## config.mk

```make
export PLATFORM = sky130hd
export DESIGN_NAME = hdx_serial_monitor
export DESIGN_NICKNAME = d
export VERILOG_FILES = /design/src/rtl/hdx_serial_monitor.sv
export SDC_FILE = /design/constraint.sdc
export NUM_CORES = 1
export LEC_CHECK = 0
export BUFFER_PORTS_ARGS = -buffer_cell sky130_fd_sc_hd__buf_2
export CORE_MARGIN = 2
export CORE_UTILIZATION = 23
export CTS_BUF_LIST = sky130_fd_sc_hd__clkbuf_16
export DETAILED_ROUTE_END_ITERATION = 16
export PLACE_DENSITY = 0.4
export REMOVE_ABC_BUFFERS = 1
export SYNTH_ARGS = -nofsm -noshare
export SYNTH_HDL_FRONTEND = slang
export SYNTH_SLANG_ARGS = --single-unit
```

## constraint.sdc

```tcl
create_clock -name clk -period 1.5 [get_ports clk]
set_clock_uncertainty 0.1 [all_clocks]
set_input_delay 0.3 -clock clk [delete_from_list [all_inputs] [get_ports clk]]
set_output_delay 0.3 -clock clk [all_outputs]
set_load 0.03 [all_outputs]
```

## src/rtl/hdx_serial_monitor.sv

```systemverilog
module hdx_serial_monitor #(
  parameter int SYNC_STAGES = 2
) (
  input  logic clk,
  input  logic rst_n,
  input  logic bus_sel,
  input  logic bus_clk,
  input  logic bus_din,
  input  logic bus_dout,
  output logic bit_valid,
  output logic si_bit,
  output logic so_bit,
  output logic is_start_bit,
  output logic frame_done,
  output logic status_valid,
  output logic status_ready,
  output logic busy_to_ready,
  output logic warn_clk_high,
  output logic warn_start_low
);

  localparam int CHAIN_W = SYNC_STAGES * 4;

  typedef enum logic [1:0] {W_IDLE, W_OPEN, W_DATA, W_POLL} win_t;

  logic [CHAIN_W-1:0] chain;
  logic [3:0] now_v, prev_v;
  win_t win;
  logic bit_open, cur_si, cur_so, cur_start, rise_seen, fd_q;
  logic sel_rise, sel_fall, clk_rise, clk_fall, so_rise;

  assign now_v    = chain[CHAIN_W-1 -: 4];
  assign sel_rise = now_v[0] & ~prev_v[0];
  assign sel_fall = ~now_v[0] & prev_v[0];
  assign clk_rise = now_v[1] & ~prev_v[1];
  assign clk_fall = ~now_v[1] & prev_v[1];
  assign so_rise  = now_v[3] & ~prev_v[3];

  always_ff @(posedge clk) begin
    if (!rst_n) begin
      chain          <= '0;
      prev_v         <= '0;
      win            <= W_IDLE;
      bit_open       <= 1'b0;
      cur_si         <= 1'b0;
      cur_so         <= 1'b0;
      cur_start      <= 1'b0;
      rise_seen      <= 1'b0;
      fd_q           <= 1'b0;
      bit_valid      <= 1'b0;
      si_bit         <= 1'b0;
      so_bit         <= 1'b0;
      is_start_bit   <= 1'b0;
      frame_done     <= 1'b0;
      status_valid   <= 1'b0;
      status_ready   <= 1'b0;
      busy_to_ready  <= 1'b0;
      warn_clk_high  <= 1'b0;
      warn_start_low <= 1'b0;
    end else begin
      chain          <= {chain[CHAIN_W-5:0], bus_dout, bus_din, bus_clk, bus_sel};
      prev_v         <= now_v;
      bit_valid      <= 1'b0;
      fd_q           <= 1'b0;
      frame_done     <= fd_q;
      status_valid   <= 1'b0;
      busy_to_ready  <= 1'b0;
      warn_clk_high  <= 1'b0;
      warn_start_low <= 1'b0;
      if (sel_rise) begin
        win           <= W_OPEN;
        bit_open      <= 1'b0;
        rise_seen     <= 1'b0;
        warn_clk_high <= now_v[1];
      end else if (sel_fall) begin
        if (win == W_DATA) begin
          if (bit_open && !now_v[1]) begin
            bit_valid    <= 1'b1;
            si_bit       <= cur_si;
            so_bit       <= cur_so;
            is_start_bit <= cur_start;
          end
          fd_q <= 1'b1;
        end else if (win != W_IDLE) begin
          status_valid <= 1'b1;
          status_ready <= now_v[3];
        end
        win      <= W_IDLE;
        bit_open <= 1'b0;
      end else if (win != W_IDLE) begin
        if (clk_rise) begin
          if (win == W_OPEN) begin
            if (now_v[2]) begin
              win       <= W_DATA;
              bit_open  <= 1'b1;
              cur_si    <= 1'b1;
              cur_so    <= 1'b0;
              cur_start <= 1'b1;
            end else begin
              win            <= W_POLL;
              warn_start_low <= 1'b1;
            end
          end else if (win == W_DATA) begin
            bit_valid    <= 1'b1;
            si_bit       <= cur_si;
            so_bit       <= cur_so;
            is_start_bit <= cur_start;
            cur_si       <= now_v[2];
            cur_so       <= 1'b0;
            cur_start    <= 1'b0;
          end
        end
        if (clk_fall && win == W_DATA && bit_open)
          cur_so <= now_v[3];
        if (so_rise && (win == W_OPEN || win == W_POLL) && !rise_seen) begin
          busy_to_ready <= 1'b1;
          rise_seen     <= 1'b1;
        end
      end
    end
  end

  AST_BIT_FROM_EDGE: assert property (@(posedge clk) disable iff (!rst_n)
    bit_valid |-> ($past(clk_rise) || $past(sel_fall)));
  AST_START_IS_HIGH: assert property (@(posedge clk) disable iff (!rst_n)
    (bit_valid && is_start_bit) |-> si_bit);
  AST_DONE_AFTER_DESELECT: assert property (@(posedge clk) disable iff (!rst_n)
    frame_done |-> !$past(now_v[0], 2));
  AST_STATUS_EXCLUSIVE: assert property (@(posedge clk) disable iff (!rst_n)
    status_valid |-> !(bit_valid || frame_done));
  AST_STATUS_AT_END: assert property (@(posedge clk) disable iff (!rst_n)
    status_valid |-> !$past(now_v[0]));

endmodule

```

==> results.md, run 1 <==
- Port buffer count: 15
- Final hold violations: 0
- Largest net degree at the start of global routing: 17
- Number of distinct library cells after synthesis: 37
- WP buf/inv: 2
- Die H: 75.7 um
- Post-synth EDFFs: 0
- WL/cell: about 12 um
- WP depth: 6
- Gate Count Post-Synth: between 100 and 150
- Total GRT Usage: 10.6%
- R2R setup slack: 0.04 ns
- CP cell instances: buf_4 -> ha_4 -> nor4b_2 -> buf_4 -> nand4_1 -> o211ai_1
- Reg2reg path depth: 6
- Prevailing post-synth register cell: dfxtp_1
- CTS Buf Count: 5
- Finish-stage setup viols: 0
- Fin crit share: a little over nine tenths
- Nets: between 150 and 200
- Finished Layout Cells: roughly 220
- Clock Tree Buf Depth: 2
- Worst path max stage delay: ~0.32 ns
- TNS Setup: 0 ns
- RSZ-0062 raised after global routing: true
- Top delay family on crit path: simple AND/OR/NAND/NOR gates
- Top Registers: chain (8), prev_v (3), win (2)
- Dpl cells: 210
- Via-to-Cell Ratio: slightly above 4
- Drt initial violations: 55
- Crit path arrival time: ~1.6 ns
- Syn avg cell area: between 10 and 15 sq um
- Ys async rst share: 0%
- WL final: around 2.6 mm
- Clk slew on worst S/H paths: 0.05 ns
- Total gr overflow: 0
- Vias in the first global route: approximately 860
- DRC: 0
- RD Place Congestion: ~0.79
- CTS sink cnt: 29
- Cell area after layout: about 1700 sq um
- Cell mode on critical path: buf_4
- N_diodes: 0
- Ys Warns: 0
- Area grow syn2layout: 46.3%
- Max FO, Critical Path: 6
- Largest Register: chain
- Clk_lat worst skew: ~0.27 ns
- Max IR drop VDD: between 500 and 600 uV
- Fill cells: roughly 530
- CTS Root Cell: clkbuf_16
- Die Wd: about 76 um
- Yosys reg bits: 29
- Fin Hold WS: 0.129 ns
- Rel. slew slack: around four fifths
- Setup crit end: cur_so
- Slowest stage cell, crit path: dfxtp_2
- Synth Cell Area: around 1200 sq um
- Outcome: completed
- Most frequent cells after synthesis: 29 x dfxtp_1, 12 x and2_1, 8 x inv_1, 8 x nand2_1, 7 x ha_1
- FF-to-FF End: cur_so
- Initial antenna violation count: 0
- TritonCTS clock tree: yes
- Top area cells in the synthesized netlist: dfxtp_1 49%, ha_1 7.4%, and2_1 6.4%, mux2i_1 3.4%, inv_1 2.5%
- Initial core utilization: 23.4%
- Dpl cell area: between 1000 and 1500 sq um
- Worst r2r src: chain[4]
- Vias: 884
- Io pins: 16
- Seq/Total Area, Yosys: between 40% and 50%
- Minimum clock period: about 1.5 ns
- Pwr per Cell Area: 1070 nW/um^2
- Post-synth top area share: between 40% and 50%
- Lkg Pwr: 0.713 nW
- DRT antenna net count: 0
- Count leader, synth: dfxtp_1
- Core Area: approximately 5000 sq um
- CP startpoint kind: flip-flop
- H-Tree Depth: 2
- Critical Path Source: chain[4]
- Proportion of layout cells with a drive suffix above 1: a little over two fifths
- Final HPWL DP: between 1.5 and 2 mm
- Yosys top cell by area: dfxtp_1
- CP required: 1.60 ns
- Worst Tran Pin Value: roughly 0.32 ns
- Hold Crit Class: input port to flip-flop
- WS Path Type: flip-flop to flip-flop
- Max reg flops: 8
- Max-slew violations: 0
- First-pass GRT wire length: roughly 4.3 mm
- Crit end category: flip-flop
- Number of max-cap violations: 0
- Die area: about 5700 sq um
- Row cnt: 26
- 1st-pass router iterations: 4
- Maximum clock rate: approximately 680 MHz
worst min path at each step:
| stage | start | to | cells past startpoint |
|---|---|---|---|
| global placement | rise_seen | busy_to_ready | 1 |
| detailed placement | rise_seen | busy_to_ready | 1 |
| floorplan | rise_seen | busy_to_ready | 1 |
| CTS | bus_din | chain[2] | 2 |
| finish | bus_din | chain[2] | 2 |
| global route | bus_din | chain[2] | 2 |
kinds of logic (layout without fill, tap and decap cells):
kind of cell               count (synthesis)  in the layout  synth area share (%)
muxes                                      4              4                  3.39
DFF                                       29             29                  49.2
buffers and inverters                     13             50                  5.19
AOI/OAI and AO/OA                         15             15                  10.5
and+or+nand+nor                           44             44                  24.4
adders and majority gates                  7              7                  7.41
per-stage QoR:
stage                     power, mW  utilization (%)  setup slack, ns
after floorplan               0.858                -          0.00490
after global placement        0.913             28.6           -0.126
after detailed placement      0.915             28.6           -0.132
after CTS                      1.86             32.6          -0.0120
after global routing           1.92             34.3          -0.0332
final                          1.86             34.3           0.0388
cells in the final DEF, fill, tap and decap left out, drive strengths merged:
cell type,netlist,routed
clkbuf,1,5
o2111ai,1,1
nand4bb,1,1
a211oi,2,2
nand4,1,1
a311oi,1,1
and4bb,1,1
nand2,8,8
nor4b,3,3
and2,12,12
nor3,3,3
mux2i,4,4
o211a,1,1
nand4b,1,1
buf,3,33
a31oi,2,2
and3,2,2
and3b,1,1
ha,7,7
nor2b,1,1
nor3b,1,1
nor2,5,5
a21oi,2,2
o21a,1,1
inv,9,9
a2bb2oi,1,1
a221o,1,1
nand3,2,2
nand2b,2,2
o221a,1,1
o211ai,2,2
clkinv,0,3
dfxtp,29,29
final cells by class:
class / instances / area (sq um) / area share, %
Clock buffer: 5 / 125 / 7.24
Multi-Input combinational cell: 70 / 667 / 38.6
Clock inverter: 3 / 12.5 / 0.724
Sequential cell: 29 / 587 / 34.0
Tap cell: 70 / 87.6 / 5.07
Inverter: 9 / 38.8 / 2.24
Timing Repair Buffer: 33 / 210 / 12.2
per-layer routing:
layer | vias to the layer above | GRT usage (%) | wire length [um]
met5 | - | 0 | 0
met4 | 0 | 5.85 | 61
met3 | 6 | 3.97 | 96
met2 | 15 | 16.6 | 1250
met1 | 406 | 12.5 | 1230
li1 | 457 | - | -
power breakdown:
part           switching (mW)  internal, mW  total, mW
clock network           0.328         0.597      0.925
logic                  0.0629        0.0666      0.129
registers              0.0151         0.787      0.803
worst register-to-register path, stage by stage, from the launching register on:
cell and delay [ns]:
dfxtp_2 0.32, buf_4 0.13, ha_4 0.19, nor4b_2 0.29
buf_4 0.16, nand4_1 0.09, o211ai_1 0.10
what timing repair did:
action / in CTS / in global routing
resized for setup: 13 / 16
hold buffers: 0 / 0
setup buffers: 0 / 1
pin swaps: 1 / 6
setup endpoints to repair: 10 / 9
Note: power is estimated with default switching activity, not from simulation.
==> run 2: changes to the inputs <==
- PLACE_DENSITY: 0.4 -> 0.39
- clock period: 1.5 -> 1.7 ns (I/O delays scaled with it)
==> run 2 against run 1 <==
Die area stayed put; routed wire length is 15% lower; core utilization is 4.7 points lower; combinational power is 43% lower; final area is 14% lower.
==> results.md, run 2 (synthesis gave the netlist of run 1 again) <==
- RD Place Congestion: 0.783 (was 0.787)
- Proportion of layout cells with a drive suffix above 1: 25.0% (was 41.6%)
- Top Registers: chain (8), prev_v (3), win (2) (unchanged)
- Crit end category: flip-flop (unchanged)
- H-Tree Depth: 2 (unchanged)
- DRT antenna net count: 0 (unchanged)
- Fin crit share: 93.5% (was 97.4%)
- Final HPWL DP: 1.64 mm (was 1.80 mm)
- Crit path arrival time: 1.65 ns (was 1.56 ns)
- Max reg flops: 8 (unchanged)
- Port buffer count: 15 (unchanged)
- Post-CTS Hold Fix Bufs: 0 (unchanged)
- CTS sink cnt: 29 (unchanged)
- Place WS: 0.0383 ns (was -0.132 ns)
- First-pass GRT wire length: 3.74 mm (was 4.26 mm)
- 1st-pass router iterations: 4 (unchanged)
- Dpl cell area: 1330 sq um (was 1440 sq um)
- Vias: 834 (was 884)
- Max-slew violations: 0 (unchanged)
- Max IR drop VDD: 422 uV (was 523 uV)
- Die H: 75.7 um (unchanged)
- Die Wd: 75.7 um (unchanged)
- Clk_lat worst skew: 0.27 ns (about the same)
- Largest Register: chain (unchanged)
- Io pins: 16 (unchanged)
- Worst path max stage delay: 0.39 ns (was 0.32 ns)
- Commonest non-fill, non-tap cell in the layout: dfxtp_1 (unchanged)
- Rel. slew slack: 69.0% (was 78.3%)
- Core Area: 5040 sq um (unchanged)
- Final hold violations: 0 (unchanged)
- Area grow syn2layout: 26.3% (was 46.3%)
- Worst Tran Pin Value: 0.465 ns (was 0.323 ns)
- Drt initial violations: 25 (was 55)
- Hold Crit Class: input port to flip-flop (unchanged)
- Die area: 5720 sq um (unchanged)
- Most frequent cells in the layout: 29 x dfxtp_1, 15 x buf_2, 12 x and2_1 (was 26 x dfxtp_1, 18 x buf_4, 15 x buf_2)
- TNS Setup: 0 ns (unchanged)
- Fill cells: 534 (was 525)
- CP cell instances: inv_1 -> ha_2 -> and4bb_2 -> nand3_1 -> o221a_1 (was buf_4 -> ha_4 -> nor4b_2 -> buf_4 -> nand4_1 -> o211ai_1)
- Max FO, Critical Path: 6 (unchanged)
- Row cnt: 26 (unchanged)
- Number of max-cap violations: 0 (unchanged)
- Minimum clock period: 1.59 ns (was 1.46 ns)
- TritonCTS clock tree: yes (unchanged)
- CTS Root Cell: clkbuf_16 (unchanged)
- Initial antenna violation count: 0 (unchanged)
- CTS Buf Count: 5 (unchanged)
- WL/cell: 11.1 um (was 12.1 um)
- WS Path Type: flip-flop to flip-flop (unchanged)
- RSZ-0062 raised after global routing: false (was true)
- Vias in the first global route: 780 (was 862)
- Total GRT Usage: 9.23% (was 10.6%)
- Total gr overflow: 0 (unchanged)
- PnR worst setup slack: 0.111 ns (was 0.0388 ns)
- CP startpoint kind: flip-flop (unchanged)
- Lkg Pwr: 0.619 nW (was 0.713 nW)
- Clk slew on worst S/H paths: 0.05 ns (about the same)
- Slowest stage cell, crit path: dfxtp_1 (was dfxtp_2)
- Outcome: completed (unchanged)
- DRC: 0 (unchanged)
- Maximum clock rate: 629 MHz (was 684 MHz)
- N_diodes: 0 (unchanged)
- Cell area after layout: 1490 sq um (was 1730 sq um)
- CP required: 1.76 ns (was 1.60 ns)
- Nets: 145 (was 161)
- Via-to-Cell Ratio: 4.13 (was 4.04)
- Pwr per Cell Area: 1050 nW/um^2 (was 1070 nW/um^2)
- Finish-stage setup viols: 0 (unchanged)
- Largest net degree at the start of global routing: 12 (was 17)
- Fin Hold WS: 0.174 ns (was 0.129 ns)
- Initial core utilization: 23.4% (unchanged)
- WL final: 2.24 mm (was 2.64 mm)
- Clock Tree Buf Depth: 2 (unchanged)
run 2: area by class of cell:
type,count,area (sq um),area share (%)
clock buffers,5,125,8.39
clock inverters,2,7.51,0.503
inverters,9,33.8,2.27
multi-input cells,70,567,38.0
flip-flops and latches,29,581,38.9
well taps,70,87.6,5.87
repair buffers,17,90.1,6.04
run 2: timing repair:
action                     in CTS  in global routing
hold endpoints to repair        0                  0
buffers inserted                0                  0
setup endpoints to repair       0                  7
gates resized for setup         0                  7
run 2: report_power, final:
| part | switching, mW | leakage (nW) | internal [mW] |
|---|---|---|---|
| logic | 0.0425 | 0.315 | 0.0312 |
| registers | 0.00914 | 0.236 | 0.695 |
| clock network | 0.271 | 0.0685 | 0.520 |
run 2: worst paths after layout:
check             cells past startpoint       from            end  slack, ns
setup reg to reg                      5     win[1]         cur_si       0.11
hold reg to reg                       1  rise_seen  busy_to_ready       0.33
setup / recovery                      5     win[1]         cur_si       0.11
hold / removal                        2    bus_din       chain[2]       0.17
run 2: critical path: cells and delay by family (launching register included):
kind | cells | cell delay, ns
AO/OA/AOI/OAI | 1 | 0.22
adder cells (fa/ha/maj) | 1 | 0.23
buffers and inverters | 1 | 0.10
flip-flops | 1 | 0.39
AND/OR/NAND/NOR | 2 | 0.44
run 2: per-stage QoR:
step           utilization (%)  cells  total power [mW]
2_1_floorplan                -    108             0.757
3_3_place_gp              26.4    195             0.786
3_5_place_dp              26.4    195             0.787
4_1_cts                   29.0    202              1.60
5_1_grt                   29.6    202              1.64
6_report                  29.6    202              1.57
run 2: per-layer routing:
| layer | track usage (%) | up-vias | routed length (um) |
|---|---|---|---|
| met5 | 0 | - | 0 |
| met3 | 4.37 | 7 | 118 |
| li1 | - | 428 | - |
| met4 | 5.26 | 0 | 57 |
| met2 | 13.9 | 16 | 982 |
| met1 | 10.7 | 383 | 1080 |
==> run 3: changes to the inputs <==
==> constraint.sdc (replaced) <==
create_clock -name clk -period 1.7 [get_ports clk]
set_clock_uncertainty 0.1 [all_clocks]
set_input_delay 0.51 -clock clk [delete_from_list [all_inputs] [get_ports clk]]
set_output_delay 0.51 -clock clk [all_outputs]
set_load 0.03 [all_outputs]
==> run 3 against run 2 <==
Final cell count increased by 0.50%; fmax is 0.84% lower; sequential power about the same; register-to-register slack about the same; first-iteration DRC count decreased by 16%; final area fell by 0.25%; hold slack better by 0.15 ns; critical path depth unchanged; core utilization decreased by 0.074 points; largest cell class unchanged; highest routed layer unchanged.
==> results.md, run 3 (synthesis gave the netlist of run 1 again) <==
- Proportion of layout cells with a drive suffix above 1: 25.6% (was 25.0%)
- TritonCTS clock tree: yes (unchanged)
- Post-CTS Hold Fix Bufs: 0 (unchanged)
- Most frequent cells in the layout: 29 x dfxtp_1, 15 x buf_2, 12 x and2_1 (unchanged)
- WL/cell: 11.4 um (was 11.1 um)
- Max-slew violations: 0 (unchanged)
- Fill cells: 544 (was 534)
- Finish-stage setup viols: 0 (unchanged)
- Drt initial violations: 21 (was 25)
- Total GRT Usage: 9.37% (was 9.23%)
- Setup bufs post-CTS: 0 (unchanged)
- Die area: 5720 sq um (unchanged)
- Top Registers: chain (8), prev_v (3), win (2) (unchanged)
- Seq. cell area: 581 sq um (unchanged)
- Vias in the first global route: 827 (was 780)
- Maximum clock rate: 624 MHz (was 629 MHz)
- Port buffer count: 15 (unchanged)
- WL final: 2.32 mm (was 2.24 mm)
- CTS Buf Count: 5 (unchanged)
- RD Place Congestion: 0.781 (was 0.783)
- Pwr per Cell Area: 1050 nW/um^2 (about the same)
- CTS Root Cell: clkbuf_16 (unchanged)
- Io pins: 16 (unchanged)
- Hold Crit Class: flip-flop to flip-flop (was input port to flip-flop)
- Max IR drop VDD: 490 uV (was 422 uV)
- Multi-input gate area: 556 sq um (was 567 sq um)
- DRT antenna net count: 0 (unchanged)
- Die H: 75.7 um (unchanged)
- DRC: 0 (unchanged)
- Rel. slew slack: 73.9% (was 69.0%)
- Largest net degree at the start of global routing: 10 (was 12)
- Min-Delay Startpoint: fd_q (was bus_din)
- WS Path Type: flip-flop to flip-flop (unchanged)
- First-pass GRT wire length: 3.89 mm (was 3.74 mm)
- Critical Path Source: win[0] (was win[1])
- 1st-pass router iterations: 4 (unchanged)
- Dpl cell area: 1340 sq um (was 1330 sq um)
- Core Area: 5040 sq um (unchanged)
- CP startpoint kind: flip-flop (unchanged)
- Worst Tran Pin Value: 0.392 ns (was 0.465 ns)
- Row cnt: 26 (unchanged)
- Max reg flops: 8 (unchanged)
- RSZ-0062 raised after global routing: false (unchanged)
- H-Tree Depth: 2 (unchanged)
- Total gr overflow: 0 (unchanged)
- Crit path arrival time: 1.65 ns (about the same)
- Crit end category: flip-flop (unchanged)
- Final HPWL DP: 1.71 mm (was 1.64 mm)
- Outcome: completed (unchanged)
- Post-cts sizing count: 0 (unchanged)
- Lkg Pwr: 0.618 nW (was 0.619 nW)
- Clk slew on worst S/H paths: 0.05 ns (about the same)
- Clock Tree Buf Depth: 2 (unchanged)
- Initial core utilization: 23.4% (unchanged)
- Vias: 830 (was 834)
- Final hold violations: 0 (unchanged)
- Commonest non-fill, non-tap cell in the layout: dfxtp_1 (unchanged)
- Cell area after layout: 1490 sq um (about the same)
- Max FO, Critical Path: 6 (unchanged)
- Area grow syn2layout: 26.0% (was 26.3%)
- TNS Setup: 0 ns (unchanged)
- Initial antenna violation count: 0 (unchanged)
- Fin crit share: 94.3% (was 93.5%)
- Minimum clock period: 1.60 ns (was 1.59 ns)
- CP required: 1.75 ns (was 1.76 ns)
- Largest Register: chain (unchanged)
- Via-to-Cell Ratio: 4.09 (was 4.13)
- Number of max-cap violations: 0 (unchanged)
- Worst r2r src: win[0] (was win[1])
- CTS sink cnt: 29 (unchanged)
- Clk_lat worst skew: 0.27 ns (about the same)
- Nets: 146 (was 145)
- N_diodes: 0 (unchanged)
- Die Wd: 75.7 um (unchanged)
[run 3: cell types whose count changed in the layout (fill, tap and decap cells not counted)]
| cell | delta |
|---|---|
| buf_4 | +1 |
| a2bb2oi_2 | +1 |
| a2bb2oi_4 | -1 |
[run 3: routing by layer]
metal	global-route usage, %	up-vias	share of wire [%]
met1	11.6	383	47
met5	0	-	0
met2	14.2	18	46
met4	4.48	0	0.95
li1	-	427	-
met3	3.70	2	5.9
[run 3: power breakdown]
part | switching, mW | internal, mW
logic | 0.0430 | 0.0323
registers | 0.00938 | 0.695
clock network | 0.261 | 0.519
[run 3: layout make-up]
type	count	share of cell area (%)
sequential	29	39.0
multi-input combinational	70	37.3
clock buffer	5	8.41
timing repair buffer	18	6.56
tap	70	5.89
inverter	9	2.27
clock inverter	2	0.505
[run 3: final timing paths]
path / endpoint / slack, ns / cells after the start
min reg2reg: frame_done / 0.32 / 1
min: frame_done / 0.32 / 1
max: cur_si / 0.1 / 5
max reg2reg: cur_si / 0.1 / 5
[run 3: worst max-delay path: stages, from the launching register on]
cell,delay (ns)
dfxtp_1,0.36
inv_1,0.11
ha_2,0.25
and4bb_2,0.35
nand3_1,0.09
o221a_1,0.23
[run 3: through the flow]
step	std cells	util, %	hold slack [ns]	setup WS, ns	power, mW
finish	203	29.5	0.324	0.0976	1.56
global route	203	29.5	0.342	0.00433	1.62
CTS	203	29.2	0.330	0.0387	1.58
detailed placement	196	26.6	0.322	0.0472	0.790
global placement	196	26.6	0.314	0.0996	0.789
floorplan	108	-	0.300	0.205	0.757
